## src/rtl/nvpic_pkg.sv

```systemverilog
package nvpic_pkg;
   localparam int SRC_NMI   = 0;
   localparam int SRC_FAULT = 1;
   localparam int SRC_TICK  = 2;
   localparam int SRC_IRQ0  = 3;
   localparam int N_FIXED   = 2;   // sources with hard-wired priority
   localparam int N_SYS     = 3;   // sources ahead of the peripheral lines
endpackage

```

## src/rtl/nvpic_cfg.sv

```systemverilog
module nvpic_cfg #(
   parameter int NSRC = 35,
   parameter int PB   = 2,
   parameter int EW   = 3,
   parameter int IW   = 6
) (
   input  logic                     clk,
   input  logic                     rst_n,
   input  logic                     we_i,
   input  logic [IW-1:0]            idx_i,
   input  logic                     en_i,
   input  logic [PB-1:0]            prio_i,
   output logic [NSRC-1:0]          en_o,
   output logic [NSRC-1:0][EW-1:0]  eprio_o
);
   import nvpic_pkg::*;

   localparam logic [EW-1:0] PROG_BASE = EW'(N_FIXED);

   for (genvar s = 0; s < NSRC; s++) begin : g_src
      if (s < N_FIXED) begin : g_fixed
         assign en_o[s]    = 1'b1;
         assign eprio_o[s] = EW'(s);
      end else begin : g_prog
         logic          en_q;
         logic [PB-1:0] prio_q;
         always_ff @(posedge clk or negedge rst_n) begin
            if (!rst_n) begin
               en_q   <= 1'b0;
               prio_q <= '0;
            end else if (we_i && idx_i == IW'(s)) begin
               en_q   <= en_i;
               prio_q <= prio_i;
            end
         end
         assign en_o[s]    = en_q;
         assign eprio_o[s] = {{(EW-PB){1'b0}}, prio_q} + PROG_BASE;
      end
   end
endmodule

```

## src/rtl/nvpic_pend.sv

```systemverilog
module nvpic_pend #(
   parameter int NSRC = 35,
   parameter int IW   = 6
) (
   input  logic            clk,
   input  logic            rst_n,
   input  logic [NSRC-1:0] hw_i,
   input  logic [NSRC-1:0] set_i,
   input  logic [NSRC-1:0] clr_i,
   input  logic            take_i,
   input  logic [IW-1:0]   take_idx_i,
   output logic [NSRC-1:0] pend_o
);
   for (genvar s = 0; s < NSRC; s++) begin : g_bit
      logic taken;
      assign taken = take_i && take_idx_i == IW'(s);
      always_ff @(posedge clk or negedge rst_n) begin
         if (!rst_n) pend_o[s] <= 1'b0;
         else        pend_o[s] <= (pend_o[s] & ~taken & ~clr_i[s]) | hw_i[s] | set_i[s];
      end
   end
endmodule

```

## src/rtl/nvpic_pick.sv

```systemverilog
module nvpic_pick #(
   parameter int N  = 35,
   parameter int EW = 3,
   parameter int IW = 6
) (
   input  logic [N-1:0]          cand_i,
   input  logic [N-1:0][EW-1:0]  prio_i,
   output logic                  found_o,
   output logic [IW-1:0]         idx_o,
   output logic [EW-1:0]         prio_o
);
   always_comb begin
      found_o = 1'b0;
      idx_o   = '0;
      prio_o  = '1;
      // scan downward; "<=" lets the lower index take a tie
      for (int s = N - 1; s >= 0; s--) begin
         if (cand_i[s] && (!found_o || prio_i[s] <= prio_o)) begin
            found_o = 1'b1;
            idx_o   = IW'(s);
            prio_o  = prio_i[s];
         end
      end
   end
endmodule

```

## src/rtl/nvpic_top.sv

```systemverilog
module nvpic_top #(
   parameter int NUM_IRQ   = 32,
   parameter int PRIO_BITS = 2,
   localparam int NSRC = NUM_IRQ + nvpic_pkg::N_SYS,
   localparam int IW   = $clog2(NSRC),
   localparam int EW   = $clog2((1 << PRIO_BITS) + nvpic_pkg::N_FIXED + 1)
) (
   input  logic                 clk,
   input  logic                 rst_n,
   input  logic                 nmi_i,
   input  logic                 fault_i,
   input  logic                 tick_i,
   input  logic [NUM_IRQ-1:0]   irq_i,
   input  logic                 glb_mask_i,
   input  logic                 cfg_we_i,
   input  logic [IW-1:0]        cfg_idx_i,
   input  logic                 cfg_en_i,
   input  logic [PRIO_BITS-1:0] cfg_prio_i,
   input  logic [NSRC-1:0]      pend_set_i,
   input  logic [NSRC-1:0]      pend_clr_i,
   input  logic                 irq_ack_i,
   input  logic                 eoi_i,
   output logic                 irq_req_o,
   output logic [IW-1:0]        irq_vec_o,
   output logic [EW-1:0]        exec_prio_o
);
   import nvpic_pkg::*;

   localparam logic [EW-1:0]   IDLE      = '1;
   localparam logic [NSRC-1:0] PROG_MASK = ~NSRC'((1 << N_FIXED) - 1);

   if (NUM_IRQ < 1 || NUM_IRQ > 32) begin : g_bad_irq
      $error("nvpic_top: NUM_IRQ must lie in 1..32");
   end
   if (PRIO_BITS < 1 || PRIO_BITS > 8) begin : g_bad_prio
      $error("nvpic_top: PRIO_BITS must lie in 1..8");
   end

   logic [NSRC-1:0]         en, pend, cand, hw_req;
   logic [NSRC-1:0]         active;
   logic [NSRC-1:0][EW-1:0] eprio;
   logic                    p_found, a_found, take, retire;
   logic [IW-1:0]           p_idx, a_idx;
   logic [EW-1:0]           p_prio, a_prio;

   assign hw_req = {irq_i, tick_i, fault_i, nmi_i};

   nvpic_cfg #(.NSRC(NSRC), .PB(PRIO_BITS), .EW(EW), .IW(IW)) u_cfg (
      .clk(clk), .rst_n(rst_n), .we_i(cfg_we_i), .idx_i(cfg_idx_i),
      .en_i(cfg_en_i), .prio_i(cfg_prio_i), .en_o(en), .eprio_o(eprio));

   nvpic_pend #(.NSRC(NSRC), .IW(IW)) u_pend (
      .clk(clk), .rst_n(rst_n), .hw_i(hw_req), .set_i(pend_set_i),
      .clr_i(pend_clr_i), .take_i(take), .take_idx_i(p_idx), .pend_o(pend));

   assign cand = pend & en & ~(glb_mask_i ? PROG_MASK : '0);

   nvpic_pick #(.N(NSRC), .EW(EW), .IW(IW)) u_pick_pend (
      .cand_i(cand), .prio_i(eprio), .found_o(p_found), .idx_o(p_idx), .prio_o(p_prio));

   nvpic_pick #(.N(NSRC), .EW(EW), .IW(IW)) u_pick_act (
      .cand_i(active), .prio_i(eprio), .found_o(a_found), .idx_o(a_idx), .prio_o(a_prio));

   assign exec_prio_o = a_found ? a_prio : IDLE;
   assign irq_req_o   = p_found && (p_prio < exec_prio_o);
   assign irq_vec_o   = p_idx;
   assign take        = irq_req_o && irq_ack_i;
   assign retire      = eoi_i && a_found;

   always_ff @(posedge clk or negedge rst_n) begin
      if (!rst_n) active <= '0;
      else begin
         for (int s = 0; s < NSRC; s++) begin
            if (take && p_idx == IW'(s))         active[s] <= 1'b1;
            else if (retire && a_idx == IW'(s))  active[s] <= 1'b0;
         end
      end
   end

   p_req_pending_r2: assert property (@(posedge clk) disable iff (!rst_n)
      irq_req_o |-> pend[irq_vec_o]);
   p_nmi_wins_r4: assert property (@(posedge clk) disable iff (!rst_n)
      (pend[SRC_NMI] && exec_prio_o != '0) |-> (irq_req_o && irq_vec_o == IW'(SRC_NMI)));
   p_mask_fixed_only_r6: assert property (@(posedge clk) disable iff (!rst_n)
      (glb_mask_i && irq_req_o) |-> (irq_vec_o < IW'(N_FIXED)));
   p_ack_activates_r7: assert property (@(posedge clk) disable iff (!rst_n)
      take |=> active[$past(irq_vec_o)]);
   p_preempt_deeper_r8: assert property (@(posedge clk) disable iff (!rst_n)
      take |=> exec_prio_o < $past(exec_prio_o));
   p_eoi_retires_one_r9: assert property (@(posedge clk) disable iff (!rst_n)
      (eoi_i && !irq_ack_i && active != '0) |=> $countones(active) == $past($countones(active)) - 1);
endmodule

```

## config.mk

```make
export PLATFORM = sky130hd
export DESIGN_NAME = nvpic_top
export DESIGN_NICKNAME = d
export VERILOG_FILES = /design/src/rtl/nvpic_pkg.sv /design/src/rtl/nvpic_cfg.sv /design/src/rtl/nvpic_pend.sv /design/src/rtl/nvpic_pick.sv /design/src/rtl/nvpic_top.sv
export SDC_FILE = /design/constraint.sdc
export NUM_CORES = 1
export LEC_CHECK = 0
export CAP_MARGIN = 20
export CELL_PAD_IN_SITES_DETAIL_PLACEMENT = 0
export CELL_PAD_IN_SITES_GLOBAL_PLACEMENT = 1
export CORE_MARGIN = 8
export CORE_UTILIZATION = 49
export CTS_CLUSTER_DIAMETER = 100
export DETAILED_ROUTE_END_ITERATION = 8
export HOLD_SLACK_MARGIN = 0.1
export PLACE_DENSITY = 0.94
export SYNTH_ARGS = -nofsm -noshare
export SYNTH_HDL_FRONTEND = slang
export SYNTH_SLANG_ARGS = --single-unit
```

## constraint.sdc

```tcl
create_clock -name clk -period 239 [get_ports clk]
set_clock_uncertainty 0.15 [all_clocks]
set_input_delay 59.75 -clock clk [delete_from_list [all_inputs] [get_ports clk]]
set_output_delay 59.75 -clock clk [all_outputs]
set_load 0.02 [all_outputs]
```

# After elaboration in Yosys (flattened, before gate mapping)
# Cells that the tools add are included.
[word_totals] ff_bits=169 latch_bits=0 ramBits=0 rom_bits=0 elab_cells=1181 n_memories=0
[op_classes] n_addsub=33 n_mul=0 div=0 order_cmp=69 n_eq_ne=101 shift=0 muxes=282 bitwise=213 n_reduce_logical=347
[ops] cell="$mux W6" n=70
[ops] cell="$eq A6 B5 Y1 const B" n=48
[ops] cell="$mux W3" n=71
[ops] cell="$le A3 B3 Y1" n=64
[ops] cell="$logic_and A1 B1 Y1" n=174
[ops] cell="$eq A6 B4 Y1 const B" n=24
[ops] cell="$mux W1" n=140
[ops] cell="$add A2 B2 Y3 const B" n=33
[ops] cell="$eq A6 B3 Y1 const B" n=12
[ops] cell="$and A1 B1 Y1" n=70
[ops] cell="$and A35 B35 Y35" n=2
[ops] cell="$not A1 Y1" n=70
[ops] cell="$or A1 B1 Y1" n=70
[ops] cell="$reduce_bool A2 Y1" n=35
[ops] cell="$logic_not A1 Y1" n=68
[ops] cell="$logic_or A1 B1 Y1" n=68
[ops] cell="$eq A6 B6 Y1 const B" n=9
[ops] cell="$eq A6 B2 Y1 const B" n=6
[ops] cell="$mux W35" n=1
[ops] cell="$not A35 Y35" n=1
[ops] cell="$eq A6 B1 Y1 const B" n=2
[ops] cell="$le A1 B3 Y1 const A" n=4
[ops] cell="$logic_not A6 Y1" n=2
[ops] cell="$lt A3 B3 Y1" n=1

# Longest topological paths before layout
[logic_depth] ltp_word=149 mapped_depth=268 depth_no_buf=259

# By module
# Synthesis repeated with hierarchy kept, for this count alone.
[unflattened] hier_cells=2395 hier_area_um2=19759.0
[by_module_without_submodules] module="nvpic_pick (u_pick_act)" n_inst=1 cells_each=835 area_per_inst_um2=5879.4 seq_area_each_um2=0.0
[by_module_without_submodules] module="nvpic_pick (u_pick_pend)" n_inst=1 cells_each=823 area_per_inst_um2=5758.0 seq_area_each_um2=0.0
[by_module_without_submodules] module="nvpic_cfg" n_inst=1 cells_each=341 area_per_inst_um2=4448.0 seq_area_each_um2=2477.4
[by_module_without_submodules] module="nvpic_top" n_inst=1 cells_each=235 area_per_inst_um2=1983.2 seq_area_each_um2=875.8
[by_module_without_submodules] module="nvpic_pend" n_inst=1 cells_each=161 area_per_inst_um2=1690.4 seq_area_each_um2=875.8

# Worst setup path after synthesis
# OpenSTA, ideal clock, no wires.
[synth_timing] path_kind="input port to output port" startpoint="input glb_mask_i" endpoint="output irq_req_o" arrival_time_ns=103.663 setup_slack_ns=75.437 cell_stages=245 n_path_buf=11 path_cell_list="clkbuf_1 -> clkbuf_1 -> clkbuf_1 -> buf_2 -> or2_2 -> nor2_1 -> ha_1 -> and3b_1 -> o21ai_0 -> o21ai_0 -> o22ai_1 -> ha_1 -> a21oi_1 -> o21ai_0 -> a211o_1 -> a31oi_1 -> ha_1 -> nor2b_1 -> (+209 left out) -> a31oi_1 -> a211o_1 -> clkbuf_1 -> and3_1 -> a21oi_1 -> ha_1 -> nor2b_1 -> o21a_1 -> o21ai_0 -> o21ai_0 -> nand2_1 -> inv_1 -> a221oi_1 -> ha_1 -> nand2_1 -> a211oi_1 -> a2bb2oi_2 -> and3_1"
[synth_between] elab_chain_len=142 word_cells_on_any_way=211 cone_classes="35 x order compare; 71 x mux; 2 x bitwise; 103 x reduce/logical"
[synth_lines] element="from (decl)" line_no="nvpic_top.sv:14" rtl="input logic glb_mask_i,"
[synth_lines] element="$mux W35 (*)" line_no="nvpic_top.sv:56" rtl="assign cand = pend & en & ~(glb_mask_i ? PROG_MASK : '0);"
[synth_lines] element="$not A35 Y35 (*)" line_no="nvpic_top.sv:56"
[synth_lines] element="$and A35 B35 Y35 (*)" line_no="nvpic_top.sv:56"
[synth_lines] element="$mux W3 / $mux W1 (equally long branches)" line_no="nvpic_pick.sv:18" rtl="if (cand_i[s] && (!found_o || prio_i[s] <= prio_o)) begin"
[synth_lines] element="$le A3 B3 Y1 / $logic_not A1 Y1 (equally long branches)" line_no="nvpic_pick.sv:18"
[synth_lines] element="$logic_or A1 B1 Y1" line_no="nvpic_pick.sv:18"
[synth_lines] element="$logic_and A1 B1 Y1" line_no="nvpic_pick.sv:18"
[synth_lines] element="$mux W3 / $mux W1 (equally long branches)" line_no="nvpic_pick.sv:18"
[synth_lines] element="(+126 left out)"
[synth_lines] element="$logic_and A1 B1 Y1" line_no="nvpic_pick.sv:18"
[synth_lines] element="$mux W3 / $mux W1 (equally long branches)" line_no="nvpic_pick.sv:18"
[synth_lines] element="$le A1 B3 Y1 / $logic_not A1 Y1 (equally long branches)" line_no="nvpic_pick.sv:18"
[synth_lines] element="$logic_or A1 B1 Y1" line_no="nvpic_pick.sv:18"
[synth_lines] element="$logic_and A1 B1 Y1" line_no="nvpic_pick.sv:18"
[synth_lines] element="$mux W3" line_no="nvpic_pick.sv:18"
[synth_lines] element="$lt A3 B3 Y1" line_no="nvpic_top.sv:65" rtl="assign irq_req_o = p_found && (p_prio < exec_prio_o);"
[synth_lines] element="$logic_and A1 B1 Y1 (*)" line_no="nvpic_top.sv:65"
[synth_lines] element="to (decl)" line_no="nvpic_top.sv:23" rtl="output logic irq_req_o,"
# Every way passes the cells marked *; elsewhere a longest branch is shown, timed or not.

# Worst setup path in the final report
# Ends and elaborated chain as after synthesis.

==> out/qor.yml <==
outcome:
  run_status: "finished, final reports clean"
grt:
  grt_antenna_before_repair: 2
  grt_max_degree: 98
  grt_pass1_wl_um: 102000
  grtUsageTotal_pct: 31.4
  grt_pass1_vias: 17500
  overflow: 0
yosys:
  synth.distinct_cells: 90
  syn-num-nets: 2489
  synth_seq_area_share_pct: 24.3
  synth-adder-area-share_pct: 14.0
  synthSimpleGateAreaFrac_pct: 22.1
  synth_top_area_share_pct: 24.3
  synthCells: 2175
  async_flop_share_pct: 100
  syn_avg_cell_area_um2: 7.99
  synth_compound_area_share_pct: 28.2
  synthMuxAreaShare_pct: 6.99
  yosys.area_share.xor_xnor_pct: 0
  ys_warn_count: 0
  ys_ff_latch: 169
  synth_top_family_by_area: "compound AO/OA/AOI/OAI gates"
  synth_edf_count: 0
  synth_area_leader_cell: "dfrtp_1"
  synth_area_leaders: "dfrtp_1, ha_1, o21ai_0"
  synth_area_um2: 17400
  synthFlopType: "dfrtp_1"
critical_path:
  slowest_stage: "o31ai_1"
  r2r-start: "u_cfg.g_src[33].g_prog.prio_q[1]"
  reg2regPathDepth: 225
  start_kind: "input port"
  required_ns: 179.10
  reg2reg_slack_ns: 182.32
  cpPeakStageDelay_ns: 0.79
  path_max_fanout: 58
  crit_type: "in -> out"
  cp-end-kind: "primary output"
  cp.arrival_ns: 113.38
  r2r_end: "u_pend.pend_o[7]"
place:
  port_buffers: 129
  dp.cells: 2730
  hpwl_um: 53700
  place.gp.congestion: 0.990
clock_network:
  htreeDepth: 4
  cts.sinks: 169
  cts-resized-gates: 0
  cts.reportedPaths.clkPinSlew_ns: 0.08
  cts_root_buf: "clkbuf_16"
  numCtsBuffers: 17
  cts_tree: "built"
  clockBufferDepth: 2
  clk_latency_ns: 0.46
  cts_setup_buffers: 0
  cts_hold_buf: 0
run:
  maxCapViolCount: 0
final_layout:
  layout_common_cells: "o21ai_0, nand2_1, ha_1"
  layout_commonest_cell: "o21ai_0"
  final_nets: 2604
  layout.cells.non_filler: 2767
  syn2layout_area_growth_pct: 13.7
  layout-drive-gt1-share_pct: 8.38
timing:
  timing.hold.ws_ns: 0.362
  setup_viol: 0
  tightest_slew_ns: 1.04
  setup_tns_ns: 0
  slew_viol_final: 0
  min_period_ns: 173.28
  finalHoldViolCount: 0
  fin_crit_sh_pct: 72.5
  max_freq_mhz: 5.77
  relSlewSlack_pct: 29.9
  rsz0062_at_grt: "false"
route:
  viasPerCell: 6.55
  dr.pass1.iters: 8
  drc_errors: 0
  antenna_left: 0
  wl_per_cell_um: 24.0
  drt_iter0_markers: 1764
  wirelength_um: 66500
  num_vias: 18100
power:
  switching_share_pct: 50.9
  p_comb_share_pct: 69.2
  pwr-share-seq_pct: 17.2
  switching_power_w: 0.000110
  p_int_w: 0.000106
  power_density_nw_per_um2: 11.0
  p_leak_nw: 8.88
  ir_drop_mv: 0.0107
  clkPwrFrac_pct: 13.6
hold_path:
  min_path_type: "reg -> reg"
  holdPathEnd: "u_cfg.g_src[4].g_prog.en_q"
  min-delay-start: "u_cfg.g_src[4].g_prog.en_q"
  hold_depth: 1
floorplan:
  dieArea_um2: 41700
  core_area_um2: 35200
  initial_core_util_pct: 49.3
  rows: 69
  io_pins: 130
  die_h_um: 204
  die_w_um: 204
synthesized netlist by cell type, types with 10 or more instances:
cell type and instances:
a311o_1 13, or3_1 21, o21ai_0 239, nand2_1 202
nor3_1 42, o41a_1 10, nand4_1 13, or2_2 24
a21oi_1 84, nor2b_1 64, o31ai_1 13, and2_1 23
a211oi_1 20, nor2_1 174, a21o_1 34, o221ai_1 11
mux2i_1 13, o22ai_1 20, and3_1 16, a2bb2oi_1 12
a211o_1 13, ha_1 194, a32oi_1 14, a31oi_1 50
nand3_1 91, nand3b_1 20, nor4_1 18, o211ai_1 14
o21a_1 66, a21boi_0 15, nand2b_1 24, dfrtp_1 169
inv_1 149, clkbuf_1 37, mux2_2 94
worst max-delay path by stage:
stage	to	cells past startpoint	from
after floorplan	irq_req_o	245	glb_mask_i
after global placement	irq_req_o	238	glb_mask_i
after detailed placement	irq_req_o	240	glb_mask_i
after CTS	irq_req_o	240	glb_mask_i
after global routing	irq_req_o	241	glb_mask_i
final	irq_req_o	240	glb_mask_i
cell type report:
cell class,instances,area [µm²]
repair buffers,144,1390
fillers,3343,15500
multi-input cells,1806,12400
flip-flops and latches,169,4230
clock inverters,15,176
diodes,3,7.51
well taps,461,577
clock buffers,17,425
inverters,152,571
state kept, by name (all words and copies together) (netlist names):
name	cells
u_cfg.g_src.g_prog.prio_q	66
u_pend.pend_o	35
active	35
u_cfg.g_src.g_prog.en_q	33
power by group through the flow:
stage / Combinational, W / Clock, W / Sequential (W)
2_1_floorplan: 0.000106 / 0 / 0.0000354
3_3_place_gp: 0.000142 / 0 / 0.0000374
3_5_place_dp: 0.000146 / 0 / 0.0000375
4_1_cts: 0.000147 / 0.0000295 / 0.0000369
5_1_grt: 0.000165 / 0.0000307 / 0.0000376
6_report: 0.000150 / 0.0000295 / 0.0000372
worst max-delay path: cells and delay by family:
kind	cells	cell delay, ns
AO/OA/AOI/OAI	124	28.19
adder cells (fa/ha/maj)	33	9.22
buffers and inverters	12	2.22
multiplexers	6	2.34
AND/OR/NAND/NOR	65	11.60
per-layer routing:
layer	track usage (%)	part of all wire (%)	vias to the layer above
met5	0	0	-
met4	13.6	4.6	0
met3	4.33	6.9	168
met2	52.6	47	800
met1	39.9	42	8760
li1	-	-	8385
kinds of logic after synthesis:
group,after synthesis
fa+ha+maj,194
buf+inv,200
simple gates,771
flops,169
mux,109
compound gates,732
metrics by stage:
| stage | utilization, % | cell area (µm²) | total power (W) | worst slack (ns) |
|---|---|---|---|---|
| 4_1_cts | 56.0 | 19700 | 0.000214 | 66.75 |
| 5_1_grt | 56.0 | 19700 | 0.000234 | 61.79 |
| 2_1_floorplan | - | 17400 | 0.000141 | 75.44 |
| 6_report | 56.0 | 19700 | 0.000216 | 65.72 |
| 3_3_place_gp | 54.3 | 19100 | 0.000179 | 68.46 |
| 3_5_place_dp | 54.3 | 19100 | 0.000183 | 67.08 |
Power figures use the tool's default switching activity.
